File: config.mk
export PLATFORM = sky130hd
export DESIGN_NAME = pinbank_ctrl
export DESIGN_NICKNAME = d
export VERILOG_FILES = /design/src/rtl/pinbank_pkg.sv /design/src/rtl/pinbank_sync.sv /design/src/rtl/pinbank_bank.sv /design/src/rtl/pinbank_ctrl.sv
export SDC_FILE = /design/constraint.sdc
export NUM_CORES = 1
export LEC_CHECK = 0
export CAP_MARGIN = 25
export CORE_MARGIN = 2
export CORE_UTILIZATION = 40
export DETAILED_ROUTE_END_ITERATION = 16
export GPL_TIMING_DRIVEN = 1
export PLACE_DENSITY = 0.55
export SYNTH_ARGS = -nofsm -noshare
export SYNTH_HDL_FRONTEND = slang
export SYNTH_SLANG_ARGS = --single-unit
export TNS_END_PERCENT = 50
File: constraint.sdc
create_clock -name clk -period 3.37 [get_ports clk]
set_input_delay 0.5055 -clock clk [delete_from_list [all_inputs] [get_ports clk]]
set_output_delay 0.5055 -clock clk [all_outputs]
set_load 0.005 [all_outputs]
File: src/rtl/pinbank_pkg.sv
package pinbank_pkg;
    localparam int ADDR_W = 6;
    localparam int DATA_W = 8;
    localparam logic [ADDR_W-1:0] EN_ADDR = 6'd56;

    typedef enum logic [2:0] {
        FLD_DIR  = 3'd0,
        FLD_DATA = 3'd1,
        FLD_INV  = 3'd2,
        FLD_STAT = 3'd3,
        FLD_MODE = 3'd4,
        FLD_RSV  = 3'd5
    } fld_e;
endpackage

File: src/rtl/pinbank_sync.sv
module pinbank_sync #(
    parameter int W = 17
) (
    input  logic         clk,
    input  logic         rst_n,
    input  logic [W-1:0] raw,
    output logic [W-1:0] synced
);
    typedef struct packed {
        logic [W-1:0] s1;
        logic [W-1:0] s2;
    } sync_s;

    sync_s sync_d, sync_q;

    always_comb begin
        sync_d    = sync_q;
        sync_d.s1 = raw;
        sync_d.s2 = sync_q.s1;
    end

    always_ff @(posedge clk or negedge rst_n) begin
        if (!rst_n) sync_q <= '0;
        else        sync_q <= sync_d;
    end

    assign synced = sync_q.s2;
endmodule

File: src/rtl/pinbank_bank.sv
module pinbank_bank import pinbank_pkg::*; #(
    parameter int W = 8
) (
    input  logic              clk,
    input  logic              rst_n,
    input  logic              en,
    input  logic              wr,
    input  logic              rd,
    input  logic [2:0]        fld,
    input  logic [DATA_W-1:0] wdata,
    input  logic [W-1:0]      pin_sync,
    output logic [DATA_W-1:0] rdata,
    output logic [W-1:0]      oe,
    output logic [W-1:0]      dout
);
    typedef struct packed {
        logic [W-1:0] dir;
        logic [W-1:0] lat;
        logic [W-1:0] inv;
        logic [W-1:0] stat;
        logic [W-1:0] mode;
        logic [W-1:0] rsv;
        logic [W-1:0] prev;
    } bank_s;

    bank_s        bank_d, bank_q;
    logic [W-1:0] usable, lvl, edg_v, rdv;
    logic         stat_rd;

    always_comb begin
        usable  = {W{en}} & ~bank_q.rsv;
        lvl     = bank_q.lat ^ bank_q.inv;
        edg_v   = (pin_sync ^ bank_q.prev) & usable;
        stat_rd = rd && en && (fld == FLD_STAT);

        bank_d      = bank_q;
        bank_d.prev = pin_sync;
        // clear on read, then merge any edge arriving this cycle
        bank_d.stat = (stat_rd ? '0 : bank_q.stat) | edg_v;

        if (wr && en) begin
            case (fld)
                FLD_DIR:  bank_d.dir  = wdata[W-1:0];
                FLD_DATA: bank_d.lat  = (bank_q.lat & bank_q.dir) | (wdata[W-1:0] & ~bank_q.dir);
                FLD_INV:  bank_d.inv  = wdata[W-1:0];
                FLD_MODE: bank_d.mode = wdata[W-1:0];
                FLD_RSV:  bank_d.rsv  = wdata[W-1:0];
                default: ;
            endcase
        end

        rdv = '0;
        if (en) begin
            case (fld)
                FLD_DIR:  rdv = bank_q.dir;
                FLD_DATA: rdv = usable & ((bank_q.dir & (pin_sync ^ bank_q.inv)) |
                                          (~bank_q.dir & bank_q.lat));
                FLD_INV:  rdv = bank_q.inv;
                FLD_STAT: rdv = bank_q.stat;
                FLD_MODE: rdv = bank_q.mode;
                FLD_RSV:  rdv = bank_q.rsv;
                default:  rdv = '0;
            endcase
        end
        rdata        = '0;
        rdata[W-1:0] = rdv;

        oe   = usable & ~bank_q.dir & ~(bank_q.mode & lvl);
        dout = oe & lvl & ~bank_q.mode;
    end

    always_ff @(posedge clk or negedge rst_n) begin
        if (!rst_n) begin
            bank_q     <= '0;
            bank_q.dir <= '1;
        end else begin
            bank_q <= bank_d;
        end
    end

    assert_wr_disabled_R2: assert property (@(posedge clk) disable iff (!rst_n)
        (wr && !en) |=> ($stable(bank_q.dir) && $stable(bank_q.lat) && $stable(bank_q.inv)
                         && $stable(bank_q.mode) && $stable(bank_q.rsv)));

    assert_lat_inputs_hold_R7: assert property (@(posedge clk) disable iff (!rst_n)
        (wr && en && fld == FLD_DATA) |=>
        ((bank_q.lat & $past(bank_q.dir)) == ($past(bank_q.lat) & $past(bank_q.dir))));

    assert_od_never_high_R5: assert property (@(posedge clk) disable iff (!rst_n)
        ((oe & bank_q.mode & dout) == '0));

    assert_stat_cleared_R10: assert property (@(posedge clk) disable iff (!rst_n)
        (stat_rd && edg_v == '0) |=> (bank_q.stat == '0));

    assert_edge_kept_R11: assert property (@(posedge clk) disable iff (!rst_n)
        stat_rd |=> (bank_q.stat == $past(edg_v)));
endmodule

File: src/rtl/pinbank_ctrl.sv
module pinbank_ctrl import pinbank_pkg::*; #(
    parameter int FULL_W      = 8,
    parameter int NFULL       = 2,
    parameter int TAIL_W      = 1,
    parameter int TAIL_EN_BIT = 6,
    localparam int NBANK      = NFULL + 1,
    localparam int NPINS      = NFULL * FULL_W + TAIL_W,
    localparam int SEL_W      = ADDR_W - 3
) (
    input  logic              clk,
    input  logic              rst_n,
    input  logic              reg_wr,
    input  logic              reg_rd,
    input  logic [ADDR_W-1:0] reg_addr,
    input  logic [DATA_W-1:0] reg_wdata,
    output logic [DATA_W-1:0] reg_rdata,
    input  logic [NPINS-1:0]  pin_in,
    output logic [NPINS-1:0]  pin_oe,
    output logic [NPINS-1:0]  pin_out
);
    typedef struct packed {
        logic [NBANK-1:0]  en;
        logic [DATA_W-1:0] rdata;
    } top_s;

    top_s              top_d, top_q;
    logic [SEL_W-1:0]  sel;
    logic [NPINS-1:0]  pin_s;
    logic [DATA_W-1:0] bank_rd [NBANK];
    logic [DATA_W-1:0] rmux;

    assign sel = reg_addr[ADDR_W-1:3];

    pinbank_sync #(.W(NPINS)) u_sync (
        .clk    (clk),
        .rst_n  (rst_n),
        .raw    (pin_in),
        .synced (pin_s)
    );

    for (genvar g = 0; g < NBANK; g++) begin : g_bank
        localparam int W  = (g < NFULL) ? FULL_W : TAIL_W;
        localparam int LO = g * FULL_W;
        pinbank_bank #(.W(W)) u_bank (
            .clk      (clk),
            .rst_n    (rst_n),
            .en       (top_q.en[g]),
            .wr       (reg_wr && (sel == SEL_W'(g))),
            .rd       (reg_rd && (sel == SEL_W'(g))),
            .fld      (reg_addr[2:0]),
            .wdata    (reg_wdata),
            .pin_sync (pin_s[LO +: W]),
            .rdata    (bank_rd[g]),
            .oe       (pin_oe[LO +: W]),
            .dout     (pin_out[LO +: W])
        );
    end

    always_comb begin
        top_d = top_q;
        if (reg_wr && reg_addr == EN_ADDR) begin
            for (int g = 0; g < NFULL; g++) top_d.en[g] = reg_wdata[g];
            top_d.en[NFULL] = reg_wdata[TAIL_EN_BIT];
        end

        rmux = '0;
        if (reg_addr == EN_ADDR) begin
            for (int g = 0; g < NFULL; g++) rmux[g] = top_q.en[g];
            rmux[TAIL_EN_BIT] = top_q.en[NFULL];
        end else begin
            for (int g = 0; g < NBANK; g++)
                if (sel == SEL_W'(g)) rmux = bank_rd[g];
        end
        if (reg_rd) top_d.rdata = rmux;
    end

    always_ff @(posedge clk or negedge rst_n) begin
        if (!rst_n) top_q <= '0;
        else        top_q <= top_d;
    end

    assign reg_rdata = top_q.rdata;

    assert_tail_enable_bit_R12: assert property (@(posedge clk) disable iff (!rst_n)
        (reg_wr && reg_addr == EN_ADDR) |=> (top_q.en[NFULL] == $past(reg_wdata[TAIL_EN_BIT])));

    assert_rdata_hold_R12: assert property (@(posedge clk) disable iff (!rst_n)
        !reg_rd |=> $stable(reg_rdata));
endmodule

# Word level (Yosys, flattened, before mapping)
# Cells that the tools add are included.
op_classes:
  eq_ne: 8
  n_mux: 16
  bitwise_logic: 66
  reduce_logical: 33
ops:
  columns: ["op", "n"]
  rows:
  - ["8-bit bitwise AND", 24]
  - ["8-bit case mux with 6 select lines", 2]
  - ["8-bit NOT", 8]
  - ["8-bit 2-to-1 mux", 7]
  - ["8-bit bitwise OR", 6]
  - ["8-bit XOR", 6]
  - ["2-bit AND reduction", 15]
  - ["1-bit logical AND", 16]
  - ["1-bit bitwise AND", 12]
  - ["3-bit by 2-bit == test with 1-bit output (second input constant)", 3]
  - ["3-bit by 1-bit == test with 1-bit output (second input constant)", 2]
  - ["3-bit == test (second input constant)", 2]
  - ["6-bit == test (second input constant)", 1]
  - ["3-bit logical NOT", 2]
  - ["1-bit case mux with 6 select lines", 1]
  - ["1-bit 2-to-1 mux", 4]
  - ["4-bit 2-to-1 mux", 1]
  - ["1-bit NOT", 4]
  - ["1-bit bitwise OR", 3]
  - ["1-bit XOR", 3]
  - ["2-bit 2-to-1 mux", 1]
totals:
  reg_bits: 164
  output_inout_bits: 42

# Longest topological paths before layout
logic_depth:
  ltp_word: 10
  ltp_mapped: 8

# Hierarchy
# A second synthesis with hierarchy kept.
unflattened:
  hier_cells: 706
  area_unflattened_um2: 8224.1
modules_own_cells:
  columns: ["mod", "n_inst", "cells_per_inst", "area_per_inst_um2", "seq_area_each_um2"]
  rows:
  - ["pinbank_bank (g_bank[0].u_bank ...)", 2, 272, 3047.9, 1411.4]
  - ["pinbank_sync", 1, 34, 850.8, 850.8]
  - ["pinbank_ctrl", 1, 74, 753.2, 275.3]
  - ["pinbank_bank (g_bank[2].u_bank)", 1, 54, 524.3, 176.4]

# Worst setup path before layout
# OpenSTA, ideal clock, no wires.
synth_path:
  path_kind: "input to register"
  start: "in reg_addr[0]"
  end: "reg top_q, in the netlist reg_rdata[4]"
  setup_ns: 0.129
  t_arrival_ns: 1.726
  slack_ns: 1.515
  cell_stages: 6
  n_path_buf: 1
  path_cell_list: "buf_6 > nor3_4 > nand2_1 > and4_4 > nor3b_1 > a2111o_1"
synth_via:
  elab_chain_len: 7
  word_cells_on_any_way: 15
  classes_between: "eq/ne (6); mux (8); reduce/logical (1)"
synth_rtl:
  columns: ["item", "line_no", "text"]
  rows:
  - ["start, declared", "pinbank_ctrl.sv:14", "input logic [ADDR_W-1:0] reg_addr,"]
  - ["3-bit == test, or another cell as far along", "pinbank_bank.sv:54", "case (fld)"]
  - ["8-bit case mux with 6 select lines", "pinbank_bank.sv:54", null]
  - ["8-bit 2-to-1 mux", "pinbank_bank.sv:53", "if (en) begin"]
  - ["8-bit 2-to-1 mux (3 in series)", "pinbank_ctrl.sv:72", "if (sel == SEL_W'(g)) rmux = bank_rd[g];"]
  - ["4-bit 2-to-1 mux (*)", "pinbank_ctrl.sv:67", "if (reg_addr == EN_ADDR) begin"]
  - ["end signal, assigned", "pinbank_ctrl.sv:79", "else top_q <= top_d;"]
  - ["end, declared", "pinbank_ctrl.sv:26", "top_s top_d, top_q;"]
# Mark *: on every way between the ends. The rest lies on a longest branch, timed or not.
# A chain may end at the register's enable or synchronous reset.

# Worst setup path in the final report
layout_path:
  start: "reg top_q[8] (netlist bit)"
  end: "out pin_out[0]"
layout_via:
  elab_chain_len: 5
layout_rtl:
  columns: ["item", "line_no", "text"]
  rows:
  - ["8-bit bitwise AND", "pinbank_bank.sv:31", "usable = {W{en}} & ~bank_q.rsv;"]
  - ["8-bit bitwise AND (2 in series)", "pinbank_bank.sv:68", "oe = usable & ~bank_q.dir & ~(bank_q.mode & lvl);"]
  - ["8-bit bitwise AND (2 in series)", "pinbank_bank.sv:69", "dout = oe & lvl & ~bank_q.mode;"]
  - ["end, declared", "pinbank_ctrl.sv:19", "output logic [NPINS-1:0] pin_out"]
# Every way passes these cells.

==> metrics <==
RSZ-0062 raised after global routing=false; Die ar.=20,600 sq um; Unique masters post-synth=60; family with the most delay on the worst path=flip-flops; VDD IR max=0.338 mV; synthesized area per cell=12.1 sq um; DRT iter0 DRCs=482; Hold Vio Cnt, Final=0; critical path, cell by cell=nor2b_1 > nand2b_1 > nor3b_1 > clkdlybuf4s50_1; initial antenna violation count=0; number of fill cells=1,763; length of the first detailed-routing pass in iterations=4; startpoint types=flop; Max-slew headroom=44.0%; setup repair bufs after CTS=0; GP Congestion=0.842; H-tree depth=4; clock slew at reported path FFs=0.06 ns; Vias/cell=5.46; worst skew pair latency=0.43 ns; CTS tree=yes; worst path bufs/invs=1; area grow syn2layout=21.3%; # nets final=758; chip width=143 um; CTS Sinks=164; root buffer cell=clkbuf_16; number of synthesized flops with an enable pin=0; setup TNS=0 ns; register bit total from synthesis=164; Initial Util=40.4%; Ports=77; critical path class=flop to primary output; met3 wire length=939 um; Final HPWL DP=13,800 um; WL final=20,300 um; dpl cell area=8860 sq um; Clock Path Buffers=2; layout cells sized above 1=25.7%; dpl ws=0.583 ns; cell area power density=492 nW/um^2; WL met2=9380 um; most frequent cells in the layout=dfrtp_1 (147), mux2_2 (102), clkdlybuf4s50_1 (75), xor2_1 (36), nor2_1 (36); min-delay worst type=input pin to async pin; Main synth FF type=dfrtp_1; cells after synthesis=644; post-route cell area=9440 sq um; most common cell after layout, fill and taps aside=dfrtp_1; fin crit share=89.1%; pin count of the biggest net entering global routing=87; Syn. warnings=0; Die Ht=143 um; mapped cell area=7780 sq um; Total GRT Usage=20.6%; Max Slew Vio Count=0; final setup violation count=0; Antenna Diode Count=0; Worst Path Arrival=2.50 ns; worst-path maximum fanout=21; number of max-cap violations=0; Post-Syn Nets=679; antenna viol nets, final=0; Port-buffer cells=76; ys async rst share=100%; post-cts resize count=0; Max Clock Skew=0.00634 ns; CP max stage cell=dfrtp_1; core box area=19,300 sq um; Tot Pwr=4.65 mW; CTS Buf Count=17; fmax=0.333 GHz; total number of vias=5,461; vias in the first global route=5,624; Tmin final=3.00 ns; Worst EP required=2.86 ns; GRT overflow=0; DR WL/cell=20.3 um; status=completed; DR top layer=met4; leakage power=4.13 nW; CTS Hold Bufs=0; global-route wire length before repair=32,000 um; CP Capture Type=primary output; critical path's largest stage delay=0.85 ns; PnR worst setup slack=0.366 ns; worst-margin pin slew=0.841 ns; sequential area share after synthesis=53.0%; drt drc=0; WL met1=9500 um; Row Count=51
-- through the flow --
| step | instances | utilization [%] | hold WS (ns) |
|---|---|---|---|
| after detailed placement | 969 | 46.0 | 0.335 |
| after CTS | 1001 | 49.0 | 0.186 |
| final | 1001 | 49.0 | 0.141 |
| after global routing | 1001 | 49.0 | 0.199 |
| after global placement | 969 | 46.0 | 0.333 |
| after floorplan | 644 | - | 0.210 |
-- where the power goes --
part / total [mW] / internal, mW / switching [mW] / leakage [nW]
combinational: 0.513 / 0.260 / 0.253 / 1.81
clock: 1.94 / 1.13 / 0.806 / 0.290
sequential: 2.20 / 2.09 / 0.107 / 2.02
-- cell usage after synthesis, drive strengths merged, types with 3 or more instances --
library cell	n	area, sq um
dfrtp	147	3680
mux2	102	1150
nor2	36	135
xor2	36	315
a21oi	35	175
nand2	26	118
a221oi	23	208
buf	23	146
nor3b	20	150
dfstp	17	447
o21ai	17	85.1
inv	15	56.3
nand3	15	92.6
xnor2	15	131
clkbuf	12	45.0
a32o	9	90.1
nand3b	9	67.6
nor2b	9	56.3
mux2i	8	80.1
nand2b	8	50.1
nor3	7	46.3
a22o	6	52.6
and2	4	25.0
and4	4	37.5
nand4	4	25.0
a211oi	3	22.5
o22ai	3	18.8
-- routing by layer --
| metal | vias up | track usage (%) |
|---|---|---|
| li1 | 2509 | - |
| met1 | 2771 | 28.5 |
| met2 | 151 | 32.2 |
| met3 | 30 | 3.67 |
| met4 | 0 | 8.20 |
| met5 | - | 0 |
-- path summary, 6_finish.rpt --
path	start	endpoint	slack, ns	depth (start not counted)
setup / recovery	top_q[8]	pin_out[0]	0.37	4
hold / removal	rst_n	g_bank[1].u_bank.bank_q[28]	0.14	1
setup reg to reg	top_q[8]	flop	0.79	6
hold reg to reg	u_sync.sync_d[7]	u_sync.synced[7]	0.35	0
max in group asynchronous	rst_n	g_bank[0].u_bank.bank_q[49]	2.39	2
min in group clk	u_sync.sync_d[7]	u_sync.synced[7]	0.35	0
-- cells by family after synthesis --
| family | synth area share, % |
|---|---|
| muxes | 15.8 |
| DFF | 53.0 |
| xor gates and xnor gates | 5.74 |
| and+or+nand+nor | 11.4 |
| buffers and inverters | 3.18 |
| AOI/OAI and AO/OA | 10.9 |
-- worst register-to-register path: cells and delay by family, from the launching register on --
family / cells / cell delay [ns]
flip-flops: 1 / 0.85
AND/OR/NAND/NOR: 4 / 1.08
buffers and inverters: 1 / 0.19
multiplexers: 1 / 0.35
-- cell type report --
| cell class | count | area, sq um | share of cell area (%) |
|---|---|---|---|
| Timing Repair Buffer | 95 | 930 | 9.85 |
| Tap cell | 265 | 332 | 3.51 |
| Inverter | 15 | 56.3 | 0.596 |
| Multi-Input combinational cell | 430 | 3410 | 36.2 |
| Sequential cell | 164 | 4130 | 43.7 |
| Clock inverter | 12 | 128 | 1.35 |
| Clock buffer | 20 | 457 | 4.84 |
Note: power is estimated with default switching activity, not from simulation.
